$ cat src/rtl/lcdt_pkg.sv
package lcdt_pkg;

    localparam int unsigned LANE_W = 8;
    localparam int unsigned PIX_W  = 3 * LANE_W;

    // Lane layout of a pixel word: blue high, red low.
    typedef struct packed {
        logic [LANE_W-1:0] blu;
        logic [LANE_W-1:0] grn;
        logic [LANE_W-1:0] red;
    } lcdt_rgb_t;

    // Per-position control decoded from the counters.
    typedef struct packed {
        logic hsync;
        logic vsync;
        logic active;
    } lcdt_ctl_t;

    localparam lcdt_ctl_t CTL_IDLE = '{hsync: 1'b0, vsync: 1'b0, active: 1'b0};

    function automatic lcdt_rgb_t lcdt_swap_rb(lcdt_rgb_t p);
        return '{blu: p.red, grn: p.grn, red: p.blu};
    endfunction

    function automatic int unsigned lcdt_cw(int unsigned n);
        return (n < 2) ? 1 : $clog2(n);
    endfunction

endpackage

$ cat src/rtl/lcdt_axis_cnt.sv
module lcdt_axis_cnt #(
    parameter int unsigned TOTAL = 1344,
    parameter int unsigned CW    = 11
) (
    input  logic          clk_i,
    input  logic          rst_i,
    input  logic          step_i,
    output logic [CW-1:0] cnt_o
);
    localparam logic [CW-1:0] LAST = CW'(TOTAL - 1);

    always_ff @(posedge clk_i) begin
        if (rst_i) begin
            cnt_o <= '0;
        end else if (step_i) begin
            cnt_o <= (cnt_o == LAST) ? '0 : cnt_o + 1'b1;
        end
    end

endmodule

$ cat src/rtl/lcdt_ctl_pipe.sv
module lcdt_ctl_pipe
    import lcdt_pkg::*;
#(
    parameter int DEPTH = 1
) (
    input  logic      clk_i,
    input  logic      rst_i,
    input  lcdt_ctl_t ctl_i,
    output lcdt_ctl_t ctl_o
);
    generate
        if (DEPTH == 0) begin : g_wire
            assign ctl_o = ctl_i;
        end else begin : g_regs
            lcdt_ctl_t stg_q [DEPTH];

            always_ff @(posedge clk_i) begin
                if (rst_i) begin
                    for (int i = 0; i < DEPTH; i++) stg_q[i] <= CTL_IDLE;
                end else begin
                    stg_q[0] <= ctl_i;
                    for (int i = 1; i < DEPTH; i++) stg_q[i] <= stg_q[i-1];
                end
            end

            assign ctl_o = stg_q[DEPTH-1];
        end
    endgenerate

endmodule

$ cat src/rtl/lcdt_lane_map.sv
module lcdt_lane_map
    import lcdt_pkg::*;
(
    input  logic [PIX_W-1:0] pix_i,
    input  logic             swap_i,
    input  logic             en_i,
    output logic [PIX_W-1:0] rgb_o
);
    lcdt_rgb_t word;

    always_comb begin
        word = lcdt_rgb_t'(pix_i);
        if (swap_i) word = lcdt_swap_rb(word);
        rgb_o = en_i ? PIX_W'(word) : '0;
    end

endmodule

$ cat src/rtl/lcdt_bank_latch.sv
module lcdt_bank_latch (
    input  logic clk_i,
    input  logic rst_i,
    input  logic take_i,
    input  logic req_i,
    output logic sel_o
);
    always_ff @(posedge clk_i) begin
        if (rst_i)       sel_o <= 1'b0;
        else if (take_i) sel_o <= req_i;
    end

endmodule

$ cat src/rtl/lcdt_timing_gen.sv
module lcdt_timing_gen
    import lcdt_pkg::*;
#(
    parameter int unsigned H_ACTIVE = 1024,
    parameter int unsigned H_SYNC   = 20,
    parameter int unsigned H_BACK   = 160,
    parameter int unsigned H_FRONT  = 140,
    parameter int unsigned V_ACTIVE = 600,
    parameter int unsigned V_SYNC   = 3,
    parameter int unsigned V_BACK   = 20,
    parameter int unsigned V_FRONT  = 12,
    parameter int          REQ_LEAD = 1,
    localparam int unsigned XW = lcdt_cw(H_ACTIVE),
    localparam int unsigned YW = lcdt_cw(V_ACTIVE)
) (
    input  logic             clk_i,
    input  logic             rst_i,
    input  logic             mode_de_i,
    input  logic             swap_rb_i,
    input  logic             bank_req_i,
    input  logic [PIX_W-1:0] pix_i,
    output logic             req_o,
    output logic [XW-1:0]    x_o,
    output logic [YW-1:0]    y_o,
    output logic             de_o,
    output logic             hs_n_o,
    output logic             vs_n_o,
    output logic [PIX_W-1:0] rgb_o,
    output logic             buf_sel_o
);
    localparam int unsigned H_TOTAL = H_SYNC + H_BACK + H_ACTIVE + H_FRONT;
    localparam int unsigned V_TOTAL = V_SYNC + V_BACK + V_ACTIVE + V_FRONT;
    localparam int unsigned HCW     = lcdt_cw(H_TOTAL);
    localparam int unsigned VCW     = lcdt_cw(V_TOTAL);

    localparam logic [HCW-1:0] H_SYNC_END = HCW'(H_SYNC);
    localparam logic [HCW-1:0] H_ACT_BEG  = HCW'(H_SYNC + H_BACK);
    localparam logic [HCW-1:0] H_ACT_END  = HCW'(H_SYNC + H_BACK + H_ACTIVE);
    localparam logic [HCW-1:0] H_LAST     = HCW'(H_TOTAL - 1);
    localparam logic [VCW-1:0] V_SYNC_END = VCW'(V_SYNC);
    localparam logic [VCW-1:0] V_ACT_BEG  = VCW'(V_SYNC + V_BACK);
    localparam logic [VCW-1:0] V_ACT_END  = VCW'(V_SYNC + V_BACK + V_ACTIVE);
    localparam logic [VCW-1:0] V_ACT_LAST = VCW'(V_SYNC + V_BACK + V_ACTIVE - 1);
    localparam logic [VCW-1:0] V_FP_FIRST = VCW'(V_SYNC + V_BACK + V_ACTIVE);

    // ---------------- position counters ----------------
    logic [HCW-1:0] hcnt;
    logic [VCW-1:0] vcnt;
    logic           h_last;

    assign h_last = (hcnt == H_LAST);

    lcdt_axis_cnt #(.TOTAL(H_TOTAL), .CW(HCW)) u_hcnt (
        .clk_i (clk_i),
        .rst_i (rst_i),
        .step_i(1'b1),
        .cnt_o (hcnt)
    );

    lcdt_axis_cnt #(.TOTAL(V_TOTAL), .CW(VCW)) u_vcnt (
        .clk_i (clk_i),
        .rst_i (rst_i),
        .step_i(h_last),
        .cnt_o (vcnt)
    );

    // ---------------- region decode, request stage ----------------
    lcdt_ctl_t ctl_next, ctl_req_q, ctl_out;
    logic      h_in, v_in;

    always_comb begin
        h_in            = (hcnt >= H_ACT_BEG) && (hcnt < H_ACT_END);
        v_in            = (vcnt >= V_ACT_BEG) && (vcnt < V_ACT_END);
        ctl_next.hsync  = (hcnt < H_SYNC_END);
        ctl_next.vsync  = (vcnt < V_SYNC_END);
        ctl_next.active = h_in && v_in;
    end

    always_ff @(posedge clk_i) begin
        if (rst_i) begin
            ctl_req_q <= CTL_IDLE;
            x_o       <= '0;
            y_o       <= '0;
        end else begin
            ctl_req_q <= ctl_next;
            x_o       <= ctl_next.active ? XW'(hcnt - H_ACT_BEG) : '0;
            y_o       <= ctl_next.active ? YW'(vcnt - V_ACT_BEG) : '0;
        end
    end

    assign req_o = ctl_req_q.active;

    // ---------------- panel stage, REQ_LEAD clocks later ----------------
    lcdt_ctl_pipe #(.DEPTH(REQ_LEAD)) u_pipe (
        .clk_i(clk_i),
        .rst_i(rst_i),
        .ctl_i(ctl_req_q),
        .ctl_o(ctl_out)
    );

    logic mode_q;

    always_ff @(posedge clk_i) begin
        if (rst_i) mode_q <= 1'b0;
        else       mode_q <= mode_de_i;
    end

    assign de_o   = ctl_out.active;
    assign hs_n_o = ~(ctl_out.hsync & ~mode_q);
    assign vs_n_o = ~(ctl_out.vsync & ~mode_q);

    lcdt_lane_map u_lanes (
        .pix_i (pix_i),
        .swap_i(swap_rb_i),
        .en_i  (ctl_out.active),
        .rgb_o (rgb_o)
    );

    // ---------------- bank select, adopted as active area ends ----------------
    lcdt_bank_latch u_bank (
        .clk_i (clk_i),
        .rst_i (rst_i),
        .take_i(h_last && (vcnt == V_ACT_LAST)),
        .req_i (bank_req_i),
        .sel_o (buf_sel_o)
    );

    // ---------------- assertions ----------------
    p_bank_boundary_r11: assert property (@(posedge clk_i) disable iff (rst_i)
        (buf_sel_o != $past(buf_sel_o)) |-> (hcnt == '0 && vcnt == V_FP_FIRST));

    p_de_quiet_sync_r7: assert property (@(posedge clk_i) disable iff (rst_i)
        (!$past(rst_i) && $past(mode_de_i)) |-> (hs_n_o && vs_n_o));

    p_x_step_r4: assert property (@(posedge clk_i) disable iff (rst_i)
        (req_o && $past(req_o)) |-> (x_o == XW'($past(x_o) + 1'b1)));

    p_y_range_r4: assert property (@(posedge clk_i) disable iff (rst_i)
        req_o |-> (32'(y_o) < V_ACTIVE));

    p_frame_on_line_r6: assert property (@(posedge clk_i) disable iff (rst_i)
        ($fell(vs_n_o) && !$past(mode_de_i) && !$past(mode_de_i, 2)) |-> !hs_n_o);

    generate
        if (REQ_LEAD == 1) begin : g_lead_chk
            p_req_to_de_r5: assert property (@(posedge clk_i) disable iff (rst_i)
                req_o |=> de_o);
            p_de_from_req_r5: assert property (@(posedge clk_i) disable iff (rst_i)
                de_o |-> $past(req_o));
        end
    endgenerate

endmodule

$ cat config.mk
export PLATFORM = sky130hd
export DESIGN_NAME = lcdt_timing_gen
export DESIGN_NICKNAME = d
export VERILOG_FILES = /design/src/rtl/lcdt_pkg.sv /design/src/rtl/lcdt_axis_cnt.sv /design/src/rtl/lcdt_ctl_pipe.sv /design/src/rtl/lcdt_lane_map.sv /design/src/rtl/lcdt_bank_latch.sv /design/src/rtl/lcdt_timing_gen.sv
export SDC_FILE = /design/constraint.sdc
export NUM_CORES = 1
export LEC_CHECK = 0
export ABC_AREA = 1
export CAP_MARGIN = 20
export CORE_MARGIN = 2
export CORE_UTILIZATION = 50
export CTS_BUF_LIST = sky130_fd_sc_hd__clkbuf_4
export DETAILED_ROUTE_END_ITERATION = 8
export MAX_ROUTING_LAYER = met4
export PLACE_DENSITY = 0.9
export SKIP_CTS_REPAIR_TIMING = 1
export SLEW_MARGIN = 20
export SYNTH_ARGS = -nofsm -noshare
export SYNTH_HDL_FRONTEND = slang
export SYNTH_HIERARCHICAL = 1
export SYNTH_SLANG_ARGS = --single-unit
$ cat constraint.sdc
create_clock -name clk_i -period 2.3 [get_ports clk_i]
set_input_delay 0.46 -clock clk_i [delete_from_list [all_inputs] [get_ports clk_i]]
set_output_delay 0.46 -clock clk_i [all_outputs]
set_load 0.05 [all_outputs]
== Yosys cells after proc, flatten, opt, wreduce, memory -nomap -nowiden ==
Memories as Yosys holds them, arrays and structs flattened.
Cells that the tools add are included.

* Register bits after elaboration: 46
* Bits in latches: 0
* Memory bits (read-only): 0
* Input bits: 29
* Logic and storage cells: 44
* Memory bits (writable): 3
* Output and inout port bits: 49
* Memories kept: 1

{| class="wikitable"
|+ Memory list
! name !! words !! width !! read ports !! clocked after Yosys merged registers in !! wr ports !! RTL line !! RTL
|-
| u_pipe.g_regs.stg_q || 1 || 3 || 1 || 0 || 1 || lcdt_ctl_pipe.sv:15 || <nowiki>lcdt_ctl_t stg_q [DEPTH];</nowiki>
|}

* Bitwise operators: 6
* Equality and inequality tests: 3
* Multiplexer cells: 8
* Multipliers: 0
* Order comparisons: 6
* Add/sub/neg operators: 4
* Divide/modulo/power cells: 0
* Reductions and logical operators: 7
* Shifts and indexed selects: 0

{| class="wikitable"
|+ Operators by type and width
! operator !! number
|-
| 24-bit two-way mux || 2
|-
| 10-bit == test (second input constant) || 2
|-
| 11-bit by 1-bit adder with 11-bit output (second input constant) || 1
|-
| 11-bit == test (second input constant) || 1
|-
| 11-bit by 8-bit >= comparator with 1-bit output (second input constant) || 1
|-
| 11-bit < comparator (second input constant) || 1
|-
| 11-bit by 5-bit < comparator with 1-bit output (second input constant) || 1
|-
| 10-bit by 1-bit adder with 10-bit output (second input constant) || 1
|-
| 10-bit by 5-bit >= comparator with 1-bit output (second input constant) || 1
|-
| 10-bit < comparator (second input constant) || 1
|-
| 10-bit by 2-bit < comparator with 1-bit output (second input constant) || 1
|-
| 10-bit two-way mux || 1
|-
| 10-bit by 5-bit subtractor with 10-bit output (second input constant) || 1
|-
| 10-bit by 8-bit subtractor with 10-bit output (second input constant) || 1
|-
| 1-bit logical AND || 4
|-
| 1-bit two-way mux || 4
|-
| 1-bit inverter || 4
|-
| 2-bit OR reduction || 2
|-
| 3-bit two-way mux || 1
|-
| 3-bit OR reduction || 1
|-
| 1-bit bitwise AND || 2
|}

== Depth between registers and ports, before layout ==
Gate-level depths: netlist of run 1.

* Word-level depth: 5
* Depth in mapped cells: 12
* Gate-level depth less buffers: 12

== Modules after synthesis ==
Netlist of run 1, hierarchy kept.

{| class="wikitable"
|+ By module, submodules not included
! module !! seq. area each (µm²) !! cells each !! area each (µm²) !! instances
|-
| lcdt_timing_gen || 480.5 || 168 || 1,263.7 || 1
|-
| lcdt_axis_cnt (u_vcnt) || 200.2 || 70 || 566.8 || 1
|-
| lcdt_axis_cnt (u_hcnt) || 220.2 || 74 || 550.5 || 1
|-
| lcdt_lane_map || 0.0 || 101 || 409.1 || 1
|-
| lcdt_ctl_pipe || 60.1 || 9 || 82.6 || 1
|-
| lcdt_bank_latch || 20.0 || 7 || 45.0 || 1
|}

== Least setup slack after synthesis of run 1 ==
No wires, ideal clock.

* Path kind: reg-to-output
* Start point: mem u_pipe/g_regs.stg_q[0][0] in the netlist's numbering
* End point: out rgb_o[16]
* Arrival time: 1.649 ns
* Cell stages (with the launch flop): 4
* Setup slack: 0.191 ns
* Data required time: 1.840 ns
* Buffers on the path: 1
* Cells stage by stage: dfxtp_1 buf_4 nand2_1 nor2_1

* Word-level cells in the longest chain between the ends: 2

{| class="wikitable"
|+ Ends and longest elaborated chain
! element !! RTL line !! RTL
|-
| start: declaration || lcdt_ctl_pipe.sv:15 ||
|-
| memory read 1 x 3 bit || - ||
|-
| 24-bit two-way mux || lcdt_lane_map.sv:14 || <nowiki>rgb_o = en_i ? PIX_W'(word) : '0;</nowiki>
|-
| end: declaration || lcdt_timing_gen.sv:28 || <nowiki>output logic [PIX_W-1:0] rgb_o,</nowiki>
|}

No other way between the ends.

== Worst setup path after layout of run 1 ==
* Start point: in swap_rb_i
* End point: out rgb_o[22]

* Word-level cells in the longest chain between the ends: 2

{| class="wikitable"
|+ Ends and longest elaborated chain
! element !! RTL line !! RTL
|-
| start: declaration || lcdt_timing_gen.sv:19 || <nowiki>input logic swap_rb_i,</nowiki>
|-
| 24-bit two-way mux || lcdt_lane_map.sv:13 || <nowiki>if (swap_i) word = lcdt_swap_rb(word);</nowiki>
|-
| 24-bit two-way mux || lcdt_lane_map.sv:14 ||
|}

No other way between the ends.

==> results_dict.tcl, run 1 <==
set metrics [dict create \
    rr_worst_depth 9 \
    maxCapViolCount 0 \
    cpMaxStageDelayCell "clkdlybuf4s50_1" \
    synth_ff_type "dfxtp_1" \
    cts_inserted_buffers 5 \
    yosysSeqAreaShare_pct 33.62 \
    period_share_pct 91.48 \
    antenna_found_initial 0 \
    hp-class "reg -> reg" \
    max_stage_delay_ps 450 \
    drc_errors 0 \
    antenna_cells 0 \
    min_from "ctl_req_q[1]" \
    routed_wl_um 7059 \
    relSlewSlack_pct 55.21 \
    status "finished, final reports clean" \
    port_buffers 77 \
    yosysUniqueCellTypes 30 \
    routed-wl-met3_um 640 \
    placed_cells 575 \
    die_h_um 80.39 \
    crit_path_max_fanout 32 \
    synth_area_um2 2918 \
    grt_pass1_vias 2734 \
    required_ps 1840 \
    tightest_slew_ps 669.4 \
    cts_root_buf "clkbuf_4" \
    overflow 0 \
    clk_latency_ps 360 \
    timing.hold.ws_ps 416.5 \
    fin_nets 547 \
    grt_max_degree 33 \
    cp-end-kind "output port" \
    synth_area_leaders "dfxtp_1, nand2_1, nor2_1" \
    viasPerCell 4.784 \
    track_usage_pct 23.15 \
    critical_path_class "in -> out" \
    wl_met2_um 3456 \
    hold_viol_final 0 \
    wl_per_cell_um 12.11 \
    gp_congestion 0.8861 \
    yosys_warnings 6 \
    r2r_end "x_o[2]" \
    power.density_nw_per_um2 345.1 \
    min_to "u_pipe/g_regs.stg_q[0][1]" \
    dp_hpwl_um 5597 \
    ys_ff_latch 49 \
    cp_top_family "buffers and inverters" \
    cts.clk_slew.worst_paths_ps 150 \
    grt_first_pass_wirelength_um 11560 \
    setup_viol 0 \
    synth_top_area_share_pct 33.62 \
    fp.coreArea_um2 5574 \
    cts_buffer_depth 2 \
    postSynthCellCount 429 \
    via_count 2789 \
    placed_area_um2 3984 \
    crit_chain "clkdlybuf4s50_1 > buf_12 > nand2_1 > nand2_1 > nor2_1 > buf_12" \
    slew_violations 0 \
    tns_ps 0 \
    fin_skew_ps 20.40 \
    start_util_pct 52.35 \
    startpoint_type "input pin" \
    r2r_start "u_vcnt/cnt_o[1]" \
    synth_edf_count 0 \
    dr.max_layer_used "met4" \
    cts.htree.levels 2 \
    syn_to_final_growth_pct 38.55 \
    drt_iter0_drc 90 \
    leakage_nw 1.904 \
    die_w_um 80.39 \
    io_pins 78 \
    vdd_drop_max_mv 0.3105 \
    synth_largest_area_cell "dfxtp_1" \
    first_pass_iters 4 \
    tritoncts "yes" \
    p_total_w 0.001395 \
    rrSetupSlack_ps 360 \
    period_minus_slack_ps 2104 \
    ys_async_sr_fraction_pct 0 \
    syn_avg_cell_area_um2 6.801 \
    dieArea_um2 6463 \
    min_path_cells 2 \
    synth_fp_nets 466 \
    rsz0062_at_grt "no" \
    final_area_um2 4043 \
    postRouteAntennaNets 0 \
    drive_above_1_share_pct 19.18 \
    fillCellCount 408 \
    final_cells 583 \
    routedLengthMet1_um 2882 \
    crit_buf_inv 3 \
    cp.arrival_ps 1640 \
    cts_sinks 49 \
    rows 27 \
    max_freq_mhz 475.3 \
]
==> how the worst max path moves through the flow <==
| stage | depth (start not counted) | startpoint | endpoint | slack [ps] |
|---|---|---|---|---|
| global route | 6 | swap_rb_i | rgb_o[5] | 140 |
| CTS | 3 | u_pipe/g_regs.stg_q[0][0] | rgb_o[22] | 140 |
| global placement | 6 | swap_rb_i | rgb_o[5] | 200 |
| floorplan | 3 | u_pipe/g_regs.stg_q[0][0] | rgb_o[16] | 190 |
| finish | 6 | swap_rb_i | rgb_o[22] | 200 |
| detailed placement | 6 | swap_rb_i | rgb_o[22] | 200 |
==> registers in the layout (all words and copies together), names as in the netlist <==
| name | cells |
|---|---|
| ctl_req_q | 2 |
| u_bank/sel_o | 1 |
| u_pipe/g_regs.stg_q | 3 |
| u_hcnt/cnt_o | 11 |
| x_o | 10 |
| req_o | 1 |
| u_vcnt/cnt_o | 10 |
| y_o | 10 |
| mode_q | 1 |
==> placed cells by master, fill, tap and decap left out <==
cell type	netlist	final
nor2_4	5	5
conb_1	1	1
dfxtp_1	49	48
nand2_1	97	97
o21bai_4	1	1
clkbuf_4	0	5
inv_1	71	71
nor2_1	81	81
xnor2_1	4	4
inv_2	5	5
a21oi_2	1	1
o21ai_0	2	2
clkinv_1	0	1
nand3b_1	1	1
nand2_8	1	1
nand2_2	7	7
nor3_2	2	2
nor4_1	2	2
dfxtp_2	0	1
nand3_2	3	3
nand4_1	9	9
nand3_1	16	16
xor2_1	15	15
mux2i_1	1	1
clkdlybuf4s50_1	0	52
nand2_4	2	2
o21bai_2	1	1
clkinvlp_4	0	1
or2_2	1	1
nor2_2	31	31
buf_4	2	5
ha_1	8	8
a21o_1	1	1
buf_12	0	25
inv_6	0	1
a21oi_1	3	3
==> layer usage <==
| layer | vias up | track usage, % |
|---|---|---|
| met2 | 107 | 41.92 |
| li1 | 1435 | - |
| met5 | - | - |
| met4 | 0 | 8.305 |
| met3 | 6 | 6.404 |
| met1 | 1241 | 23.93 |
==> Yosys cell counts, drive strengths merged, types with 4 or more instances <==
cell,count
nor2,117
nand2,107
inv,76
dfxtp,49
nand3,19
xor2,15
nand4,9
buf,8
ha,8
a21oi,4
xnor2,4
==> report_power, final <==
group / total (W) / internal (W) / leakage, nW / switching (W)
Combinational: 0.000139 / 0.0000726 / 1.48 / 0.0000667
Sequential: 0.000864 / 0.000857 / 0.397 / 0.00000649
Clock: 0.000392 / 0.000120 / 0.0292 / 0.000272
==> worst reg2reg max path: stages, from the launching register on <==
cell and delay, ps:
dfxtp_1 480, ha_1 320, nand2_2 90, nand2_2 90, nand2_4 60, nand2_4 90, nor2_2 50, nor2_2 110
nand2_2 380, nor2_2 240
==> cells by family (layout without fill, tap and decap cells) <==
kind of cell	count (synthesis)	count (layout)	synth area share, %
DFF	49	49	33.62
muxes	1	1	0.3431
adders and majority gates	8	8	3.431
other	1	1	0.1285
xor gates and xnor gates	19	19	5.703
AOI/OAI and AO/OA	9	9	2.444
and+or+nand+nor	258	258	41.72
buffers and inverters	84	166	12.61
==> through the flow <==
stage,setup WS [ps],util (%)
floorplan,190.6,-
global placement,201.7,71.47
detailed placement,203.9,71.47
CTS,144.4,72.50
global route,136.0,72.53
finish,196.0,72.53
==> final cells by class <==
| cell class | count | area (µm²) | share of cell area, % |
|---|---|---|---|
| Clock inverter | 3 | 20.02 | 0.4952 |
| Clock buffer | 5 | 37.54 | 0.9285 |
| Tap cell | 72 | 90.09 | 2.228 |
| Timing Repair Buffer | 82 | 1059 | 26.18 |
| Sequential cell | 49 | 982.2 | 24.30 |
| Multi-Input combinational cell | 296 | 1569 | 38.81 |
| Inverter | 76 | 285.3 | 7.057 |
No activity file was read; power rests on OpenSTA's default activity.
==> run 2: changes to the inputs <==
--- a/config.mk
+++ b/config.mk
@@ -8,11 +8,11 @@
 export ABC_AREA = 1
 export CAP_MARGIN = 20
 export CORE_MARGIN = 2
-export CORE_UTILIZATION = 50
+export CORE_UTILIZATION = 30
 export CTS_BUF_LIST = sky130_fd_sc_hd__clkbuf_4
 export DETAILED_ROUTE_END_ITERATION = 8
 export MAX_ROUTING_LAYER = met4
-export PLACE_DENSITY = 0.9
+export PLACE_DENSITY = 0.64
 export SKIP_CTS_REPAIR_TIMING = 1
 export SLEW_MARGIN = 20
 export SYNTH_ARGS = -nofsm -noshare
==> constraint.sdc (replaced) <==
create_clock -name clk_i -period 1.8 [get_ports clk_i]
set_input_delay 0.36 -clock clk_i [delete_from_list [all_inputs] [get_ports clk_i]]
set_output_delay 0.36 -clock clk_i [all_outputs]
set_load 0.05 [all_outputs]
==> run 2 against run 1 <==
  * Clock skew fell by 11 ps
  * Clock power up 69%
  * Sequential power up 27%
  * Wire length increased by 0.27%
  * Via count grew 1.4%
  * Non-clock buffer count grew 27
  * Highest routed layer unchanged
  * Hold slack got worse by 5.9 ps
==> results_dict.tcl, run 2 (synthesized netlist as in run 1, its figures left out) <==
set metrics [dict create \
    status "finished, final reports clean" \
    cts_inserted_buffers 5 \
    cp_top_family "simple AND/OR/NAND/NOR gates" \
    cpMaxStageDelayCell "dfxtp_2" \
    cts.clk_slew.worst_paths_ps 150 \
    critical_path_class "reg -> reg" \
    layout_common_cells "nand2_1, inv_1, nor2_1, buf_4, dfxtp_1" \
    antenna_cells 0 \
    rows 35 \
    tns_ps 0 \
    fin_nets 574 \
    vdd_drop_max_mv 0.2569 \
    rsz0062_at_grt "yes" \
    cts.htree.levels 2 \
    period_minus_slack_ps 1710 \
    placed_cells 654 \
    grt_pass1_vias 2582 \
    syn_to_final_growth_pct 51.03 \
    leakage_nw 2.118 \
    largest_reg_flops 11 \
    timing.final.ws_setup_ps 90.30 \
    dp_hpwl_um 5526 \
    port_buffers 77 \
    drc_errors 0 \
    cp-end-kind "flop" \
    hp-class "reg -> reg" \
    period_share_pct 94.98 \
    clk_latency_ps 370 \
    tritoncts "yes" \
    die_w_um 102.6 \
    power.density_nw_per_um2 445.9 \
    hold_viol_final 0 \
    grt_max_degree 33 \
    drt_iter0_drc 112 \
    via_count 2828 \
    max_stage_delay_ps 380 \
    postRouteAntennaNets 0 \
    io_pins 78 \
    cts_buffer_depth 2 \
    grt_first_pass_wirelength_um 11490 \
    fin_skew_ps 9.824 \
    cts_sinks 49 \
    crit_path_max_fanout 7 \
    startpoint_type "flop" \
    required_ps 2070 \
    fp.coreArea_um2 9328 \
    viasPerCell 4.240 \
    start_util_pct 31.28 \
    dieArea_um2 10530 \
    crit_chain "ha_4 > nand2_2 > nor2_2 > nand4_1 > inv_2 > nand2_2 > nor2_2 > nand2_2 > o21bai_4 > buf_12 > nor3_2" \
    final_cells 667 \
    slew_violations 0 \
    post-route-util_pct 47.24 \
    antenna_found_initial 0 \
    layout_commonest_cell "nand2_1" \
    overflow 0 \
    drive_above_1_share_pct 31.97 \
    cts_root_buf "clkbuf_4" \
    p_total_w 0.001965 \
    cp.arrival_ps 1980 \
    max_freq_mhz 584.9 \
    die_h_um 102.6 \
    maxCapViolCount 0 \
    gp_congestion 0.8414 \
    crit_buf_inv 2 \
    wl_per_cell_um 10.61 \
    first_pass_iters 4 \
    track_usage_pct 13.95 \
    largest-register "u_hcnt/cnt_o" \
    routed_wl_um 7078 \
    setup_viol 0 \
    crit_path_frequent_cell "nand2_2" \
    pre_cts_ws_ps -2.707 \
]
[run 2: cell count changes in the layout (fill, tap and decap cells not counted), moves of 2 or more]
cell / before / now
nor2_1: 81 / 64
nand2_2: 7 / 9
clkdlybuf4s50_1: 52 / 27
buf_12: 25 / 27
nand2_1: 97 / 95
nor2_4: 5 / 7
buf_4: 5 / 52
nor2_2: 31 / 46
[run 2: where the power goes]
group	switching [W]	internal [W]	total, W	leakage [nW]
clock network	0.000367	0.000295	0.000662	0.0414
logic	0.0000966	0.000106	0.000203	1.68
registers	0.00000440	0.00110	0.00110	0.398
[run 2: metal layers]
layer,vias to the layer above,wire [µm],GRT usage (%),part of all wire (%)
met3,4,523,2.644,7.4
met4,0,54,3.385,0.76
met2,90,3111,22.93,44
met1,1249,3389,17.72,48
li1,1485,-,-,-
met5,-,0,-,0
[run 2: cell type report]
cell class	count	area, µm²
clock buffer	5	37.54
clock inverter	3	46.29
fill	918	4921
inverter	76	285.3
multi-input combinational	296	1639
sequential	49	983.4
tap	129	161.4
timing repair buffer	109	1254
[run 2: worst reg2reg max path, cell delays in order, from the launching register on]
cell      delay, ps
dfxtp_2         380
ha_4            130
nand2_2          50
nor2_2          120
nand4_1         170
inv_2           160
nand2_2          70
nor2_2          120
nand2_2          80
o21bai_4        160
buf_12          150
nor3_2           40
[run 2: worst paths after layout]
check | depth (start not counted) | to | slack (ps) | from
setup reg to reg | 11 | u_vcnt/cnt_o[4] | 90 | u_hcnt/cnt_o[3]
setup / recovery | 11 | u_vcnt/cnt_o[4] | 90 | u_hcnt/cnt_o[3]
hold reg to reg | 2 | u_pipe/g_regs.stg_q[0][1] | 410 | ctl_req_q[1]
hold / removal | 2 | u_pipe/g_regs.stg_q[0][1] | 410 | ctl_req_q[1]
[run 2: per-stage QoR]
step	hold slack (ps)	cell area [µm²]
6_report	410.7	4407
5_1_grt	425.2	4407
4_1_cts	413.4	4297
3_5_place_dp	393.8	4213
3_3_place_gp	392.1	4213
2_1_floorplan	388.3	2958
==> run 3: changes to the inputs <==
--- a/config.mk
+++ b/config.mk
@@ -10,6 +10,7 @@
 export CORE_MARGIN = 2
 export CORE_UTILIZATION = 30
 export CTS_BUF_LIST = sky130_fd_sc_hd__clkbuf_4
+export CTS_CLUSTER_DIAMETER = 50
 export DETAILED_ROUTE_END_ITERATION = 8
 export MAX_ROUTING_LAYER = met4
 export PLACE_DENSITY = 0.64
==> constraint.sdc (replaced) <==
create_clock -name clk_i -period 1.8 [get_ports clk_i]
set_input_delay 0.45 -clock clk_i [delete_from_list [all_inputs] [get_ports clk_i]]
set_output_delay 0.45 -clock clk_i [all_outputs]
set_load 0.05 [all_outputs]
==> run 3 against run 2 <==
  * Critical path depth is 5 lower
  * Highest routed layer unchanged
  * Critical path type is now in -> out
  * Setup slack worse by 86 ps
  * Clock-buffer cell count stayed put
  * Power is 7.0% lower
==> results_dict.tcl, run 3 (synthesized netlist as in run 1, its figures left out) <==
set metrics [dict create \
    rows 35 \
    wl_per_cell_um 10.97 \
    setup_viol 0 \
    start_util_pct 31.28 \
    largest-register "u_hcnt/cnt_o" \
    p_int_w 0.001349 \
    drt_iter0_drc 129 \
    maxCapViolCount 0 \
    grt_max_degree 33 \
    gp_congestion 0.8579 \
    period_share_pct 99.75 \
    max_stage_delay_ps 480 \
    fin_nets 573 \
    max_freq_mhz 557.0 \
    cp_top_family "buffers and inverters" \
    via_count 2832 \
    switching_share_pct 26.16 \
    cts_root_buf "clkbuf_4" \
    crit_path_max_fanout 2 \
    p_comb_share_pct 10.7 \
    power.density_nw_per_um2 417.1 \
    hp-class "reg -> reg" \
    startpoint_type "input pin" \
    fp.coreArea_um2 9328 \
    routed_wl_um 7305 \
    cts.htree.levels 2 \
    layout_commonest_cell "nand2_1" \
    p_switching_w 0.0004780 \
    rsz0062_at_grt "yes" \
    hold_viol_final 0 \
    largest_reg_flops 11 \
    crit_buf_inv 3 \
    clockPowerShare_pct 29.2 \
    period_minus_slack_ps 1795 \
    required_ps 1350 \
    viasPerCell 4.252 \
    track_usage_pct 13.78 \
    pwr-share-seq_pct 60.1 \
    fillCellCount 909 \
    cp.arrival_ps 1350 \
    dp_hpwl_um 5488 \
    syn_to_final_growth_pct 50.17 \
    vdd_drop_max_mv 0.3267 \
    tns_ps 0 \
    crit_chain "clkdlybuf4s50_1 > inv_1 > nand2_1 > nand2_1 > nor2_2 > buf_12" \
    fin_skew_ps 7.728 \
    antenna_found_initial 0 \
    drc_errors 0 \
    clk_latency_ps 380 \
    antenna_cells 0 \
    overflow 0 \
    die_h_um 102.6 \
    cts_inserted_buffers 5 \
    timing.hold.ws_ps 409.7 \
    grt_pass1_vias 2595 \
    critical_path_class "in -> out" \
    tritoncts "yes" \
    cpMaxStageDelayCell "clkdlybuf4s50_1" \
    cp-end-kind "output port" \
    slew_violations 0 \
    dieArea_um2 10530 \
    leakage_nw 2.221 \
    final_area_um2 4382 \
    cts_buffer_depth 2 \
    postRouteAntennaNets 0 \
    status "finished, final reports clean" \
    cts.clk_slew.worst_paths_ps 150 \
    port_buffers 77 \
    first_pass_iters 4 \
    io_pins 78 \
    cts_sinks 49 \
    drive_above_1_share_pct 31.66 \
    die_w_um 102.6 \
    grt_first_pass_wirelength_um 11270 \
    placed_area_um2 4177 \
    crit_path_frequent_cell "nand2_1" \
    layout_common_cells "nand2_1, inv_1, nor2_1, buf_4, nor2_2" \
]
==> run 3: per-layer routing <==
layer / routed length, µm / global-route usage (%) / part of all wire (%) / vias to the layer above
met2: 3263 / 22.52 / 45 / 99
met1: 3396 / 16.84 / 46 / 1241
met4: 119 / 4.718 / 1.6 / 0
li1: - / - / - / 1482
met3: 526 / 2.983 / 7.2 / 10
met5: 0 / - / 0 / -
==> run 3: worst paths after layout <==
check / from / end / slack, ps / cells past startpoint
max: pix_i[17] / rgb_o[1] / 5 / 6
min: ctl_req_q[1] / u_pipe/g_regs.stg_q[0][1] / 410 / 2
max reg2reg: u_hcnt/cnt_o[3] / u_vcnt/cnt_o[4] / 150 / 11
min reg2reg: ctl_req_q[1] / u_pipe/g_regs.stg_q[0][1] / 410 / 2
==> run 3: tightest hold or removal path, stage by stage (launching register included) <==
cell and delay (ps):
dfxtp_1 330, inv_1 40, nor2_1 30
==> run 3: power groups by stage <==
stage | sequential (W) | clock (W) | combinational, W
finish | 0.00110 | 0.000534 | 0.000196
detailed placement | 0.00112 | 0 | 0.000188
floorplan | 0.00113 | 0 | 0.0000898
global route | 0.00110 | 0.000604 | 0.000215
CTS | 0.00110 | 0.000558 | 0.000189
global placement | 0.00112 | 0 | 0.000185
==> run 3: final cells by class <==
| cell class | instances | area [µm²] | share of cell area, % |
|---|---|---|---|
| Clock buffer | 5 | 37.54 | 0.8567 |
| Clock inverter | 3 | 21.27 | 0.4854 |
| Inverter | 76 | 285.3 | 6.511 |
| Multi-Input combinational cell | 296 | 1614 | 36.84 |
| Sequential cell | 49 | 987.2 | 22.53 |
| Tap cell | 129 | 161.4 | 3.684 |
| Timing Repair Buffer | 108 | 1275 | 29.10 |
==> run 3: through the flow <==
| step | setup WS [ps] | std cells | util (%) | power, W |
|---|---|---|---|---|
| floorplan | 33.85 | 429 | - | 0.001216 |
| global placement | -201.3 | 650 | 44.78 | 0.001308 |
| detailed placement | -217.1 | 650 | 44.78 | 0.001311 |
| CTS | -221.9 | 658 | 45.41 | 0.001848 |
| global route | -50.55 | 666 | 46.98 | 0.001918 |
| finish | 4.582 | 666 | 46.98 | 0.001827 |
